==> config.mk <==
export PLATFORM = sky130hd
export DESIGN_NAME = rom_guard
export DESIGN_NICKNAME = d
export VERILOG_FILES = /design/src/rtl/rg_pkg.sv /design/src/rtl/rg_decode.sv /design/src/rtl/rg_scramble.sv /design/src/rtl/rg_optrack.sv /design/src/rtl/rom_guard.sv
export SDC_FILE = /design/constraint.sdc
export NUM_CORES = 1
export LEC_CHECK = 0
export BUFFER_PORTS_ARGS = -buffer_cell sky130_fd_sc_hd__buf_2
export CORE_MARGIN = 2
export CORE_UTILIZATION = 33
export DETAILED_ROUTE_END_ITERATION = 10
export PLACE_DENSITY = 0.81
export SLEW_MARGIN = 20
export SYNTH_ARGS = -nofsm -noshare
export SYNTH_HDL_FRONTEND = slang
export SYNTH_SLANG_ARGS = --single-unit
==> constraint.sdc <==
create_clock -name clk -period 1.55 [get_ports clk]
set_input_delay 0 -clock clk [delete_from_list [all_inputs] [get_ports clk]]
set_output_delay 0 -clock clk [all_outputs]
set_load 0.02 [all_outputs]
==> src/rtl/rg_pkg.sv <==
package rg_pkg;
  typedef enum logic [2:0] {
    AK_OPFETCH = 3'd0,
    AK_OPERAND = 3'd1,
    AK_WRITE   = 3'd2,
    AK_VECTOR  = 3'd3,
    AK_XFER    = 3'd4
  } acc_kind_e;

  typedef struct packed {
    logic ram;
    logic rom;
    logic cfg;
  } region_t;

  localparam logic [1:0] LVL_OPEN = 2'd3;
  localparam logic [1:0] LVL_RO   = 2'd2;
  localparam logic [1:0] LVL_ENC  = 2'd1;
  localparam logic [1:0] LVL_LOCK = 2'd0;
endpackage

==> src/rtl/rg_decode.sv <==
module rg_decode
  import rg_pkg::*;
#(
  parameter int AW = 16,
  parameter logic [AW-1:0] RAM_FIX_LAST  = 'h01FF,
  parameter logic [AW-1:0] RAM_OPT_FIRST = 'h0200,
  parameter logic [AW-1:0] RAM_OPT_LAST  = 'h02FF,
  parameter logic [AW-1:0] ROM_OPT_FIRST = 'hC000,
  parameter logic [AW-1:0] ROM_FIX_FIRST = 'hE000,
  parameter logic [AW-1:0] PROG_ROM_LAST = 'h3FFF,
  parameter logic [AW-1:0] CFG_FIRST     = 'h7FF0,
  parameter logic [AW-1:0] CFG_LAST      = 'h7FFF
) (
  input  logic [AW-1:0] addr,
  input  logic          prog_mode,
  input  logic          rom_lo_en,
  input  logic          ram_hi_en,
  output region_t       hit
);
  logic in_ram_fix, in_ram_opt, in_rom_fix, in_rom_opt;

  always_comb begin
    in_ram_fix = (addr <= RAM_FIX_LAST);
    in_ram_opt = (addr >= RAM_OPT_FIRST) && (addr <= RAM_OPT_LAST);
    in_rom_fix = (addr >= ROM_FIX_FIRST);
    in_rom_opt = (addr >= ROM_OPT_FIRST) && (addr < ROM_FIX_FIRST);
    hit = '0;
    if (prog_mode) begin
      hit.rom = (addr <= PROG_ROM_LAST);
      hit.cfg = (addr >= CFG_FIRST) && (addr <= CFG_LAST);
    end else begin
      hit.ram = in_ram_fix || (in_ram_opt && ram_hi_en);
      hit.rom = in_rom_fix || (in_rom_opt && rom_lo_en);
    end
  end
endmodule

==> src/rtl/rg_scramble.sv <==
module rg_scramble #(
  parameter int AW = 16,
  parameter logic [7:0] KEY = 8'h5A
) (
  input  logic [AW-1:0] addr,
  input  logic [7:0]    din,
  output logic [7:0]    dout
);
  localparam int NB = (AW + 7) / 8;
  localparam int PW = NB * 8;

  logic [PW-1:0] addr_pad;
  logic [7:0]    fold [NB+1];

  assign addr_pad = PW'(addr);
  assign fold[0]  = KEY ^ din;

  for (genvar b = 0; b < NB; b++) begin : g_fold
    assign fold[b+1] = fold[b] ^ addr_pad[b*8 +: 8];
  end

  assign dout = fold[NB];
endmodule

==> src/rtl/rg_optrack.sv <==
module rg_optrack (
  input  logic clk,
  input  logic rst_n,
  input  logic fetch_stb,
  input  logic fetch_in_rom,
  output logic from_rom
);
  always_ff @(posedge clk or negedge rst_n) begin
    if (!rst_n)         from_rom <= 1'b0;
    else if (fetch_stb) from_rom <= fetch_in_rom;
  end

  AST_FLAG_LOAD: assert property (@(posedge clk) disable iff (!rst_n)
    fetch_stb |=> (from_rom == $past(fetch_in_rom)));
  AST_FLAG_HOLD: assert property (@(posedge clk) disable iff (!rst_n)
    !fetch_stb |=> $stable(from_rom));
endmodule

==> src/rtl/rom_guard.sv <==
module rom_guard
  import rg_pkg::*;
#(
  parameter int AW = 16,
  parameter logic [7:0] SCRAMBLE_KEY = 8'h5A
) (
  input  logic          clk,
  input  logic          rst_n,
  input  logic          acc_valid,
  input  logic [AW-1:0] acc_addr,
  input  logic [2:0]    acc_kind,
  input  logic          prog_mode,
  input  logic [1:0]    sec_level,
  input  logic          rom_lo_en,
  input  logic          ram_hi_en,
  input  logic [7:0]    rom_data,
  output logic          sel_ram,
  output logic          sel_rom,
  output logic          sel_cfg,
  output logic          wr_inhibit,
  output logic          subst_en,
  output logic [7:0]    subst_data
);
  region_t   hit;
  acc_kind_e kind;
  logic      from_rom, fetch_stb;
  logic      is_write, is_operand, is_read;
  logic [7:0] scrambled;

  assign kind = acc_kind_e'(acc_kind);

  rg_decode #(.AW(AW)) u_decode (
    .addr(acc_addr), .prog_mode(prog_mode),
    .rom_lo_en(rom_lo_en), .ram_hi_en(ram_hi_en), .hit(hit)
  );

  rg_scramble #(.AW(AW), .KEY(SCRAMBLE_KEY)) u_scramble (
    .addr(acc_addr), .din(rom_data), .dout(scrambled)
  );

  assign fetch_stb = acc_valid && (kind == AK_OPFETCH);

  rg_optrack u_track (
    .clk(clk), .rst_n(rst_n), .fetch_stb(fetch_stb),
    .fetch_in_rom(hit.rom), .from_rom(from_rom)
  );

  always_comb begin
    is_write   = (kind == AK_WRITE);
    is_read    = !is_write;
    is_operand = !(kind inside {AK_OPFETCH, AK_WRITE, AK_VECTOR, AK_XFER});
    sel_ram    = acc_valid && hit.ram;
    sel_rom    = acc_valid && hit.rom;
    sel_cfg    = acc_valid && hit.cfg;
    wr_inhibit = acc_valid && is_write && (hit.rom || hit.cfg) &&
                 !(prog_mode && sec_level == LVL_OPEN);
    subst_en   = 1'b0;
    subst_data = 8'h00;
    if (acc_valid && is_read && hit.rom) begin
      if (prog_mode) begin
        if (sec_level == LVL_ENC) begin
          subst_en   = 1'b1;
          subst_data = scrambled;
        end else if (sec_level == LVL_LOCK) begin
          subst_en   = 1'b1;
          subst_data = 8'hFF;
        end
      end else if (!sec_level[1] && is_operand && !from_rom) begin
        subst_en   = 1'b1;
        subst_data = 8'hFF;
      end
    end
  end

  AST_SEL_ONEHOT: assert property (@(posedge clk) disable iff (!rst_n)
    $onehot0({sel_ram, sel_rom, sel_cfg}));
  AST_CFG_WR_LOCK: assert property (@(posedge clk) disable iff (!rst_n)
    (acc_valid && acc_kind == 3'd2 && sel_cfg && sec_level != 2'd3) |-> wr_inhibit);
  AST_RAM_WR_FREE: assert property (@(posedge clk) disable iff (!rst_n)
    sel_ram |-> !wr_inhibit && !subst_en);
  AST_L0_BLANK: assert property (@(posedge clk) disable iff (!rst_n)
    (prog_mode && sec_level == 2'd0 && sel_rom && acc_kind != 3'd2) |-> (subst_en && subst_data == 8'hFF));
  AST_VEC_FREE: assert property (@(posedge clk) disable iff (!rst_n)
    (!prog_mode && (acc_kind == 3'd3 || acc_kind == 3'd4)) |-> !subst_en);
  AST_IDLE_QUIET: assert property (@(posedge clk) disable iff (!rst_n)
    !acc_valid |-> !(sel_ram || sel_rom || sel_cfg || wr_inhibit || subst_en) && subst_data == 8'h00);
endmodule

==> summary.txt <==
Power
  • Sw frac: 43.0%
  • Leakage: 0.339 nW
  • Comb power frac: 84.3%
  • Power, Total: 208 µW
  • PwrDens: 304 nW/µm²
  • Share of total power in sequential cells: 15.7%
  • Clock Power Share: 0%
  • Maximum vdd drop: 0.166 mV
  • Internal Power: 119 µW
  • NetSw: 89.6 µW

Routing
  • Initial DRC count: 7
  • Routed vias/inst: 5.21
  • DRT Pass-1 Iters: 5
  • Drt wl/cell: 11.4 µm
  • Antenna-violating nets left: 0
  • Via count: 615
  • WL final: 1350 µm
  • DRC: 0

STA
  • Final Skew: 0 ns
  • Fin Setup TNS: 0 ns
  • Slew HR: 76.6%
  • Tcrit/Tclk final: 93.6%
  • Max Clock Freq: 0.690 GHz
  • Final setup violation count: 0
  • Final Hold Viols: 0
  • Least-Margin Pin Slew: 0.350 ns
  • RSZ-0062 raised after global routing: false
  • Setup ws final: 0.0997 ns
  • Period minus WS final: 1.45 ns
  • Final Max Slew Viols: 0

Critical path
  • Req. time, crit path: 1.55 ns
  • Worst-path fanout max: 9
  • Buffers & Inverters on Critical Path: 1
  • Cells along the critical path: o21bai_1 > a221o_1 > a311oi_1 > buf_2
  • CP Data Arrival Time: 1.45 ns
  • Worst path max stage delay: 0.41 ns
  • WS Path Type: reg -> out
  • Setup crit end kind: output port
  • Delay-heaviest family, CP: compound AO/OA/AOI/OAI gates
  • Worst Setup Start Kind: flip-flop
  • Max stage delay cell, worst path: a221o_1

Finish
  • Most flops, register: u_track.from_rom
  • Fill count: 127
  • Final instance area: 684 µm²
  • Layout overhead on the synthesized area: 57.2%
  • Most frequent cells in the layout: buf_2, xnor2_1, a311oi_1
  • Max reg flops: 1
  • FF/Latch Area: 25.0 µm²
  • Share of layout cells above drive strength 1: 46.6%
  • ANT cells: 0
  • Area of the multi-input gates: 384 µm²
  • Commonest non-fill, non-tap cell in the layout: buf_2
  • Nets@finish: 140
  • Biggest regs: u_track.from_rom (1)

Synth
  • Largest family of logic cells by synthesized area: XOR/XNOR gates
  • Post-synthesis register bit count: 1
  • Seq/Total Area, Yosys: 5.75%
  • Mapped Nets: 94
  • Synth Instances: 59
  • Multiplexer share of the synthesized area: 2.59%
  • Mean post-synth cell area: 7.38 µm²
  • Synth cell types: 21
  • Post-synthesis simple-gate area fraction: 26.7%
  • Post-Synth XOR/XNOR Area: 32.2%
  • Yosys Warn Count: 0
  • Cell Area, Synth: 435 µm²
  • Post-synthesis compound-gate area fraction: 26.7%
  • Post-synthesis adder-cell area fraction: 0%

Clocking
  • Post-cts sizing count: 0
  • Hold_buf cts: 1
  • Reg clk slew, reported paths: 0 ns
  • Setup bufs post-CTS: 0
  • Worst-skew pair later-pin latency: 0 ns

GRT
  • First-pass GRT wire length: 1950 µm
  • GRT Util Overall: 16.7%
  • Pin count of the biggest net entering global routing: 18
  • Vias in the first global route: 500
  • GRT Residual Overflow: 0
  • Initial antenna violation count: 0

Die
  • Die W: 40.3 µm
  • Die area: 1630 µm²
  • Initial core utilization: 34.3%
  • Core area: 1270 µm²
  • Ports: 48
  • Die height: 40.3 µm
  • # rows: 13

Placed design
  • Cell Area, Placed: 674 µm²
  • Placed wire-length estimate: 1190 µm
  • Pre-CTS setup slack: 0.0971 ns
  • Port Buffer Count: 47
  • Placer Congestion: 0.778

Job
  • Max Cap Violations: 0

Outcome
  • Status: finished clean

Worst hold path
  • Worst hold path type: in -> async
routing by layer:
| layer | wire length (µm) | global-route usage (%) |
|---|---|---|
| met1 | 546 | 22.0 |
| met2 | 695 | 29.4 |
| met3 | 92 | 0 |
| met4 | 15 | 5.00 |
| met5 | 0 | 0 |
power by group through the flow:
stage          clock network [mW]  registers (mW)  logic, mW
2_1_floorplan                   0          0.0322     0.0967
3_3_place_gp                    0          0.0325      0.171
3_5_place_dp                    0          0.0328      0.174
4_1_cts                         0          0.0328      0.176
5_1_grt                         0          0.0338      0.194
6_report                        0          0.0327      0.176
synth_stat cells (all sizes together):
master / instances / area (µm²)
nand4b: 1 / 8.76
o32ai: 1 / 8.76
clkbuf: 4 / 15.0
o21bai: 1 / 7.51
xor2: 4 / 35.0
o32a: 1 / 10.0
nand3: 2 / 10.0
nand4: 3 / 18.8
mux2: 1 / 11.3
inv: 3 / 11.3
a311oi: 8 / 70.1
nand2b: 3 / 18.8
or4: 3 / 22.5
nor2: 3 / 11.3
a21oi: 2 / 10.0
xnor2: 12 / 105
dfrtp: 1 / 25.0
nor2b: 1 / 6.26
nand2: 3 / 11.3
nor4b: 1 / 8.76
a221o: 1 / 10.0
worst paths after layout:
path                                   from  depth (start not counted)  slack, ns          endpoint
max                        u_track.from_rom                          4        0.1     subst_data[7]
min                                   rst_n                          2       0.31  u_track.from_rom
max reg2reg                u_track.from_rom                          1       0.83  u_track.from_rom
min reg2reg                u_track.from_rom                          1       0.49  u_track.from_rom
max in group asynchronous             rst_n                          2       1.15  u_track.from_rom
min in group clk                acc_addr[9]                          3       0.31           sel_ram
stage by stage:
| step | std cells | utilization, % | hold WS, ns |
|---|---|---|---|
| 2_1_floorplan | 59 | - | -0.296 |
| 3_3_place_gp | 117 | 53.2 | -0.225 |
| 3_5_place_dp | 117 | 53.2 | -0.222 |
| 4_1_cts | 118 | 53.9 | 0.314 |
| 5_1_grt | 118 | 53.9 | 0.335 |
| 6_report | 118 | 53.9 | 0.314 |
kinds of logic after synthesis:
family / Yosys count
xor gates and xnor gates: 16
and+or+nand+nor: 20
AOI/OAI and AO/OA: 14
buffers and inverters: 7
DFF: 1
muxes: 1
area by class of cell:
class	instances	share of cell area [%]
inverters	3	1.65
multi-input cells	51	56.1
flip-flops and latches	1	3.66
well taps	15	2.74
repair buffers	48	35.8
Note: power is estimated with default switching activity, not from simulation.
